## src/rtl/irp_pkg.sv

```systemverilog
package irp_pkg;
  localparam int BYTE_W = 8;
  localparam int ADDR_W = 3;
  localparam int GAIN_N = 4;
  localparam int GAIN_W = 2 * BYTE_W;

  // direct offsets
  localparam logic [ADDR_W-1:0] OFF_CMD  = 3'd0;
  localparam logic [ADDR_W-1:0] OFF_DATA = 3'd1;

  // indirect register numbers
  localparam logic [BYTE_W-1:0] RN_INIT      = 8'h21;
  localparam logic [BYTE_W-1:0] RN_MUX_ROUTE = 8'h41;
  localparam logic [BYTE_W-1:0] RN_MUX_CTL   = 8'h44;
  localparam logic [BYTE_W-1:0] RN_GAIN_BASE = 8'h63;
  localparam logic [BYTE_W-1:0] RN_MODE1     = 8'h69;
  localparam logic [BYTE_W-1:0] RN_MODE2     = 8'h6A;

  localparam int INIT_IRQ_OFF_BIT = 2;

  typedef struct packed {
    logic              dataWr;
    logic              dataRd;
    logic              irqRd;
    logic              hiByte;
    logic [BYTE_W-1:0] regSel;
  } strobe_t;
endpackage

```

## src/rtl/irp_ctrl.sv

```systemverilog
module irp_ctrl
  import irp_pkg::*;
(
  input  logic              clk,
  input  logic              rstN,
  input  logic [ADDR_W-1:0] busAddr,
  input  logic              busWr,
  input  logic              busRd,
  input  logic [BYTE_W-1:0] busWdata,
  output strobe_t           stb
);
  logic [BYTE_W-1:0] cmdQ;
  logic              ptrQ;
  logic              cmdHit;
  logic              dataWr;
  logic              dataRd;

  assign cmdHit = busWr && (busAddr == OFF_CMD);
  assign dataWr = busWr && (busAddr == OFF_DATA);
  assign dataRd = busRd && !busWr && (busAddr == OFF_DATA);

  always_ff @(posedge clk) begin
    if (!rstN) begin
      cmdQ <= '0;
      ptrQ <= 1'b0;
    end else if (cmdHit) begin
      cmdQ <= busWdata;
      ptrQ <= 1'b0;
    end else if (dataWr || dataRd) begin
      ptrQ <= ~ptrQ;
    end
  end

  always_comb begin
    stb.dataWr = dataWr;
    stb.dataRd = dataRd;
    stb.irqRd  = busRd && !busWr && (busAddr == OFF_CMD);
    stb.hiByte = ptrQ;
    stb.regSel = cmdQ;
  end
endmodule

```

## src/rtl/irp_datapath.sv

```systemverilog
module irp_datapath
  import irp_pkg::*;
(
  input  logic                         clk,
  input  logic                         rstN,
  input  strobe_t                      stb,
  input  logic [BYTE_W-1:0]            wdata,
  input  logic [BYTE_W-1:0]            irqSrc,
  output logic [BYTE_W-1:0]            rdata,
  output logic                         irqOut,
  output logic [BYTE_W-1:0]            initQ,
  output logic [BYTE_W-1:0]            muxRouteQ,
  output logic [BYTE_W-1:0]            muxCtlQ,
  output logic [BYTE_W-1:0]            mode1Q,
  output logic [BYTE_W-1:0]            mode2Q,
  output logic [GAIN_N-1:0][GAIN_W-1:0] gainVec
);
  logic [BYTE_W-1:0] pendQ;
  logic [BYTE_W-1:0] rdByte;

  // single-byte registers
  always_ff @(posedge clk) begin
    if (!rstN) begin
      initQ     <= '0;
      muxRouteQ <= '0;
      muxCtlQ   <= '0;
      mode1Q    <= '0;
      mode2Q    <= '0;
    end else if (stb.dataWr) begin
      case (stb.regSel)
        RN_INIT:      initQ     <= wdata;
        RN_MUX_ROUTE: muxRouteQ <= wdata;
        RN_MUX_CTL:   muxCtlQ   <= wdata;
        RN_MODE1:     mode1Q    <= wdata;
        RN_MODE2:     mode2Q    <= wdata;
        default: ;
      endcase
    end
  end

  // two-byte gain words
  for (genvar g = 0; g < GAIN_N; g++) begin : gainBank
    logic [GAIN_W-1:0] q;
    logic              hit;
    assign hit = (stb.regSel == RN_GAIN_BASE + BYTE_W'(g));
    always_ff @(posedge clk) begin
      if (!rstN) begin
        q <= '0;
      end else if (stb.dataWr && hit) begin
        if (stb.hiByte) q[GAIN_W-1:BYTE_W] <= wdata;
        else            q[BYTE_W-1:0]      <= wdata;
      end
    end
    assign gainVec[g] = q;
  end

  // indirect read mux
  always_comb begin
    rdByte = '0;
    case (stb.regSel)
      RN_INIT:      rdByte = initQ;
      RN_MUX_ROUTE: rdByte = muxRouteQ;
      RN_MUX_CTL:   rdByte = muxCtlQ;
      RN_MODE1:     rdByte = mode1Q;
      RN_MODE2:     rdByte = mode2Q;
      default: begin
        for (int g = 0; g < GAIN_N; g++) begin
          if (stb.regSel == RN_GAIN_BASE + BYTE_W'(g))
            rdByte = stb.hiByte ? gainVec[g][GAIN_W-1:BYTE_W] : gainVec[g][BYTE_W-1:0];
        end
      end
    endcase
  end

  // interrupt latch, cleared on read, new events kept
  always_ff @(posedge clk) begin
    if (!rstN)          pendQ <= '0;
    else if (stb.irqRd) pendQ <= irqSrc;
    else                pendQ <= pendQ | irqSrc;
  end

  assign irqOut = (|pendQ) && !initQ[INIT_IRQ_OFF_BIT];
  assign rdata  = stb.irqRd ? pendQ : (stb.dataRd ? rdByte : '0);
endmodule

```

## src/rtl/irp_top.sv

```systemverilog
module irp_top
  import irp_pkg::*;
(
  input  logic        clk,
  input  logic        rstN,
  input  logic [2:0]  busAddr,
  input  logic        busWr,
  input  logic        busRd,
  input  logic [7:0]  busWdata,
  output logic [7:0]  busRdata,
  input  logic [7:0]  irqSrc,
  output logic        irqOut,
  output logic [7:0]  initReg,
  output logic [7:0]  muxRoute,
  output logic [7:0]  muxCtl,
  output logic [7:0]  apMode1,
  output logic [7:0]  apMode2,
  output logic [15:0] txGain,
  output logic [15:0] rxGain,
  output logic [15:0] extGain,
  output logic [15:0] sideGain
);
  strobe_t stb;
  logic [GAIN_N-1:0][GAIN_W-1:0] gainVec;

  irp_ctrl uCtrl (
    .clk(clk), .rstN(rstN), .busAddr(busAddr), .busWr(busWr),
    .busRd(busRd), .busWdata(busWdata), .stb(stb)
  );

  irp_datapath uDp (
    .clk(clk), .rstN(rstN), .stb(stb), .wdata(busWdata), .irqSrc(irqSrc),
    .rdata(busRdata), .irqOut(irqOut), .initQ(initReg), .muxRouteQ(muxRoute),
    .muxCtlQ(muxCtl), .mode1Q(apMode1), .mode2Q(apMode2), .gainVec(gainVec)
  );

  assign txGain   = gainVec[0];
  assign rxGain   = gainVec[1];
  assign extGain  = gainVec[2];
  assign sideGain = gainVec[3];
endmodule

```

## config.mk

```make
export PLATFORM = sky130hd
export DESIGN_NAME = irp_top
export DESIGN_NICKNAME = d
export VERILOG_FILES = /design/src/rtl/irp_pkg.sv /design/src/rtl/irp_ctrl.sv /design/src/rtl/irp_datapath.sv /design/src/rtl/irp_top.sv
export SDC_FILE = /design/constraint.sdc
export NUM_CORES = 1
export LEC_CHECK = 0
export CAP_MARGIN = 40
export CORE_MARGIN = 4
export CORE_UTILIZATION = 35
export DETAILED_ROUTE_END_ITERATION = 8
export GPL_TIMING_DRIVEN = 0
export HOLD_SLACK_MARGIN = 0.02
export MAX_ROUTING_LAYER = met4
export PLACE_DENSITY = 0.61
export RECOVER_POWER = 50
export SYNTH_ARGS = -nofsm -noshare
export SYNTH_HDL_FRONTEND = slang
export SYNTH_SLANG_ARGS = --single-unit
export TNS_END_PERCENT = 5
```

## constraint.sdc

```tcl
create_clock -name clk -period 4.1 [get_ports clk]
set_clock_uncertainty 0.15 [all_clocks]
set_input_delay 1.23 -clock clk [delete_from_list [all_inputs] [get_ports clk]]
set_output_delay 1.23 -clock clk [all_outputs]
set_load 0.1 [all_outputs]
```

# Word level (Yosys, flattened, before mapping)
# Index checks and enable logic that the tools add are counted.
[op_classes]
mux = 12
n_bitwise = 3
n_reduce_logical = 29
n_eq_ne = 10
[ops]
columns = ["op", "n"]
rows = [
  ["2-to-1 mux 8 bit", 11],
  ["equality test 8 x 7 -> 1 bit, second input constant", 8],
  ["one-hot mux 8 bit (5 select lines)", 1],
  ["AND reduction 2 bit", 13],
  ["logical AND 1 bit", 10],
  ["equality test 8 x 6 -> 1 bit, second input constant", 1],
  ["bitwise OR 8 bit", 1],
  ["OR reduction 8 bit", 1],
  ["equality test 3 x 1 -> 1 bit, second input constant", 1],
  ["zero test 3 bit", 1],
  ["zero test 1 bit", 2],
  ["inverter 1 bit", 2],
  ["OR reduction 2 bit", 1],
  ["logical OR 1 bit", 1],
]
[word_totals]
out_inout_bits = 113
in_bits = 23
elab_cells = 70
regBits = 121

# Longest topological paths before layout
[depth]
depth_word = 8
depth_mapped = 8
ltp_nobuf = 5

# By module
# A second synthesis with hierarchy kept.
[hier_totals]
cells_unflattened = 626
area_unflattened_um2 = 5975.7
[by_module_without_submodules]
columns = ["mod", "area_per_inst_um2", "instances", "seq_area_each_um2", "cells_each"]
rows = [
  ["irp_datapath", 5551.6, 1, 2242.2, 579],
  ["irp_ctrl", 424.2, 1, 180.2, 47],
]

# Worst setup path after synthesis
# Ideal clock, no wire load.
[synth_path]
path_kind = "input-to-output"
startpoint = "input busWr"
endpoint = "output busRdata[4]"
cell_stages = 6
slack_ns = -1.855
n_path_buf = 1
required_time_ns = 2.720
arrival_ns = 4.575
path_cell_list = "nand2b_1 > nor4_1 > clkbuf_1 > o2bb2ai_1 > a2111oi_4 > a211oi_1"
[synth_via]
elab_chain_len = 5
word_cells_on_any_way = 6
[synth_rtl]
columns = ["item", "line", "rtl"]
rows = [
  ["from (decl)", "irp_top.sv:7", "input logic busWr,"],
  ["zero test 1 bit (*)", "irp_ctrl.sv:20, irp_ctrl.sv:37", ""],
  ["logical AND 1 bit (*)", "irp_ctrl.sv:20, irp_ctrl.sv:37", ""],
  ["logical AND 1 bit", "irp_ctrl.sv:20", "assign dataRd = busRd && !busWr && (busAddr == OFF_DATA);"],
  ["2-to-1 mux 8 bit", "irp_datapath.sv:83", "assign rdata = stb.irqRd ? pendQ : (stb.dataRd ? rdByte : '0);"],
  ["2-to-1 mux 8 bit (*)", "irp_datapath.sv:83", ""],
  ["to (decl)", "irp_top.sv:10", "output logic [7:0] busRdata,"],
]
# Mark *: on every way between the ends. The rest lies on a longest branch, timed or not.

# Worst setup path in the final report
[layout_path]
startpoint = "register uCtrl.cmdQ[1]"
endpoint = "output busRdata[3]"
[layout_via]
elab_chain_len = 8
word_cells_on_any_way = 16
[layout_rtl]
columns = ["item", "line", "rtl"]
rows = [
  ["from (decl)", "irp_ctrl.sv:12", "logic [BYTE_W-1:0] cmdQ;"],
  ["from (signal assigned)", "irp_ctrl.sv:27", "cmdQ <= busWdata;"],
  ["equality test 8 x 7 -> 1 bit", "irp_datapath.sv:68", "if (stb.regSel == RN_GAIN_BASE + BYTE_W'(g))"],
  ["2-to-1 mux 8 bit (4 in a row)", "irp_datapath.sv:68", ""],
  ["one-hot mux 8 bit (5 select lines) (*)", "irp_datapath.sv:60", "case (stb.regSel)"],
  ["2-to-1 mux 8 bit (*) (2 in a row)", "irp_datapath.sv:83", ""],
]
# Marks and branches as above.

==> impl_metrics.json <==
{
  "run_status": "finished, violations left",
  "violations": "setup timing",
  "synthArstFlopShare_pct": 0,
  "postSynthNetCount": 665,
  "powerDensity_mw_per_mm2": 271,
  "cts_made_buffers": 17,
  "drv_slew": 0,
  "die_width_um": 139,
  "wl_mm": 23.5,
  "yosysWarnings": 0,
  "vias_per_cell": 5.36,
  "die-area_mm2": 0.0193,
  "num-nets-final": 943,
  "synth_top_area_share_pct": 40.4,
  "wire_per_inst_um": 20.4,
  "grt_usage_pct": 24.7,
  "relSlewSlack_pct": 39.4,
  "synth_area_leaders": "dfxtp_1 40%, mux2i_1 15%, nor2b_1 11%",
  "grt_pass1_vias": 6340,
  "rsz0062_at_grt": "true",
  "finalCritPeriodShare_pct": 102,
  "ctsHoldBuffers": 0,
  "synth_ff_type": "dfxtp_1",
  "drc": 0,
  "hold_class": "register to register",
  "core_mm2": 0.0167,
  "cp-start-kind": "register",
  "hold_viol": 0,
  "ant_nets": 0,
  "h-tree-depth": 4,
  "syn_area_per_cell_um2": 9.35,
  "synthCells": 642,
  "cts_buffer_depth": 2,
  "synthesis.area_mm2": 0.00600,
  "dr_total_vias": 6174,
  "worstMarginPinSlew_ps": 902,
  "hold_path_depth": 2,
  "max_stage_delay_ps": 520,
  "start_util_pct": 35.9,
  "mostFrequentLayoutCells": "121 x clkdlybuf4s50_1, 119 x dfxtp_1, 106 x nor2b_1, 106 x buf_8, 89 x mux2i_1",
  "dp.cells": 1116,
  "post-place-ws_ps": -1240,
  "critPathSlowestCell": "a2111oi_1",
  "synth-edff-count": 0,
  "io_pins": 136,
  "die_y_um": 139,
  "grt_max_degree": 17,
  "worstRegToRegCells": 6,
  "cp.required_ps": 2720,
  "grt_antenna_before_repair": 0,
  "final_core_util_pct": 62.5,
  "max_freq_mhz": 239,
  "fin_ws_ps": -79.8,
  "grt_pass1_wl_mm": 36.6,
  "seq_area_frac_synth_pct": 40.4,
  "diodes": 0,
  "holdWs_ps": 339,
  "setup_violations": 1,
  "ys_types": 48,
  "worstPathCellList": "buf_2 -> and3b_2 -> a21oi_1 -> a2111oi_1 -> buf_1 -> a211oi_1 -> a211oi_4 -> buf_12",
  "fin_cells": 1152,
  "p_leak_nw": 3.91,
  "worstPathArrival_ps": 2800,
  "period_needed_ps": 4180,
  "critPathCaptureType": "output pin",
  "layout_commonest_cell": "clkdlybuf4s50_1",
  "synth-seq-cells": 121,
  "area_growth_pct": 74.0,
  "critPathMaxFanout": 10,
  "cts_tree": "yes",
  "tns_ps": -79.8,
  "fillers": 1268,
  "clk_pin_slew_ps": 50,
  "cts.sinks": 121,
  "place_congestion": 0.888,
  "drtPass1Iterations": 5,
  "port_buffers": 134,
  "insertion_delay_ps": 420,
  "yosysTopAreaCell": "dfxtp_1",
  "grt-ovfl-total": 0,
  "initialDrtViolationCount": 453,
  "dp_hpwl_mm": 17.2,
  "path_class": "register to output pin",
  "rows": 47,
  "ir_drop_mv": 0.308,
  "cts-root-buf": "clkbuf_16",
  "drive_above_1_share_pct": 27.4,
  "drv_cap": 0
}
[metrics by stage]
stage               power, W  area, µm²
finish               0.00283      10400
detailed placement   0.00138       9470
CTS                  0.00283      10200
global placement     0.00137       7740
global route         0.00290      10400
floorplan            0.00130       6120
[worst paths after layout]
path                     from              endpoint  slack, ps
max             uCtrl.cmdQ[1]           busRdata[3]        -80
min          uDp.muxRouteQ[1]      uDp.muxRouteQ[1]        340
max reg2reg     uCtrl.cmdQ[4]  uDp.gainBank[1].q[9]       1550
min reg2reg  uDp.muxRouteQ[1]      uDp.muxRouteQ[1]        340
[final cells by class]
class	count	area, µm²	area share (%)
Tap cell	220	275	2.64
Clock buffer	23	478	4.58
Buffer	50	265	2.54
Clock inverter	8	95.1	0.911
Inverter	1	3.75	0.0360
Sequential cell	121	2430	23.3
Timing Repair Buffer	262	3190	30.6
Multi-Input combinational cell	467	3700	35.4
[power breakdown]
part           switching, W  leakage, nW  internal [W]
sequential        0.0000150        0.978       0.00118
clock              0.000530        0.279      0.000933
combinational      0.000101         2.65     0.0000686
[registers in the layout (all words and copies together), names as in the netlist]
| name | count |
|---|---|
| uCtrl.ptrQ | 1 |
| uCtrl.cmdQ | 8 |
| uDp.muxRouteQ | 8 |
| uDp.mode2Q | 8 |
| uDp.muxCtlQ | 8 |
| uDp.initQ | 8 |
| uDp.gainBank.q | 64 |
| uDp.mode1Q | 8 |
| uDp.pendQ | 8 |
[layer usage]
metal  wire length (µm)  share of wire, %  track usage, %
met1               9910                42            31.0
met3               1300               5.5            4.59
met5                  0                 0               -
met4                815               3.5            9.37
met2              11400                49            39.8
[critical path, delay by kind of cell, from the launching register on]
family / cells / cell delay [ps]
AO/OA/AOI/OAI: 4 / 1030
buffers and inverters: 3 / 690
flip-flops: 1 / 340
AND/OR/NAND/NOR: 1 / 320
[logic make-up (layout without fill, tap and decap cells)]
| family | Yosys count | after routing | share of synthesized area [%] |
|---|---|---|---|
| AOI/OAI and AO/OA | 133 | 133 | 16.1 |
| xor gates and xnor gates | 1 | 1 | 0.146 |
| buffers and inverters | 54 | 344 | 4.00 |
| DFF | 121 | 121 | 40.4 |
| muxes | 99 | 99 | 16.7 |
| and+or+nand+nor | 234 | 234 | 22.6 |
[what timing repair did]
| action | in CTS | in global routing |
|---|---|---|
| pin swaps | 13 | 11 |
| gates resized for setup | 82 | 36 |
| endpoints found under the setup margin | 8 | 8 |
| gates cloned | 0 | 0 |
| buffers inserted | 7 | 11 |
[synthesized netlist by cell type (8+ instances only)]
cell type / instances
mux2i_1: 89
a22oi_1: 17
nor2_1: 16
nor2b_1: 106
mux2_2: 10
a21oi_1: 27
nand3_1: 28
clkbuf_1: 37
buf_2: 12
a21boi_0: 33
nand2_1: 47
dfxtp_1: 121
a211oi_1: 23
o2bb2ai_1: 10
o21ai_0: 8
Power figures use the tool's default switching activity.
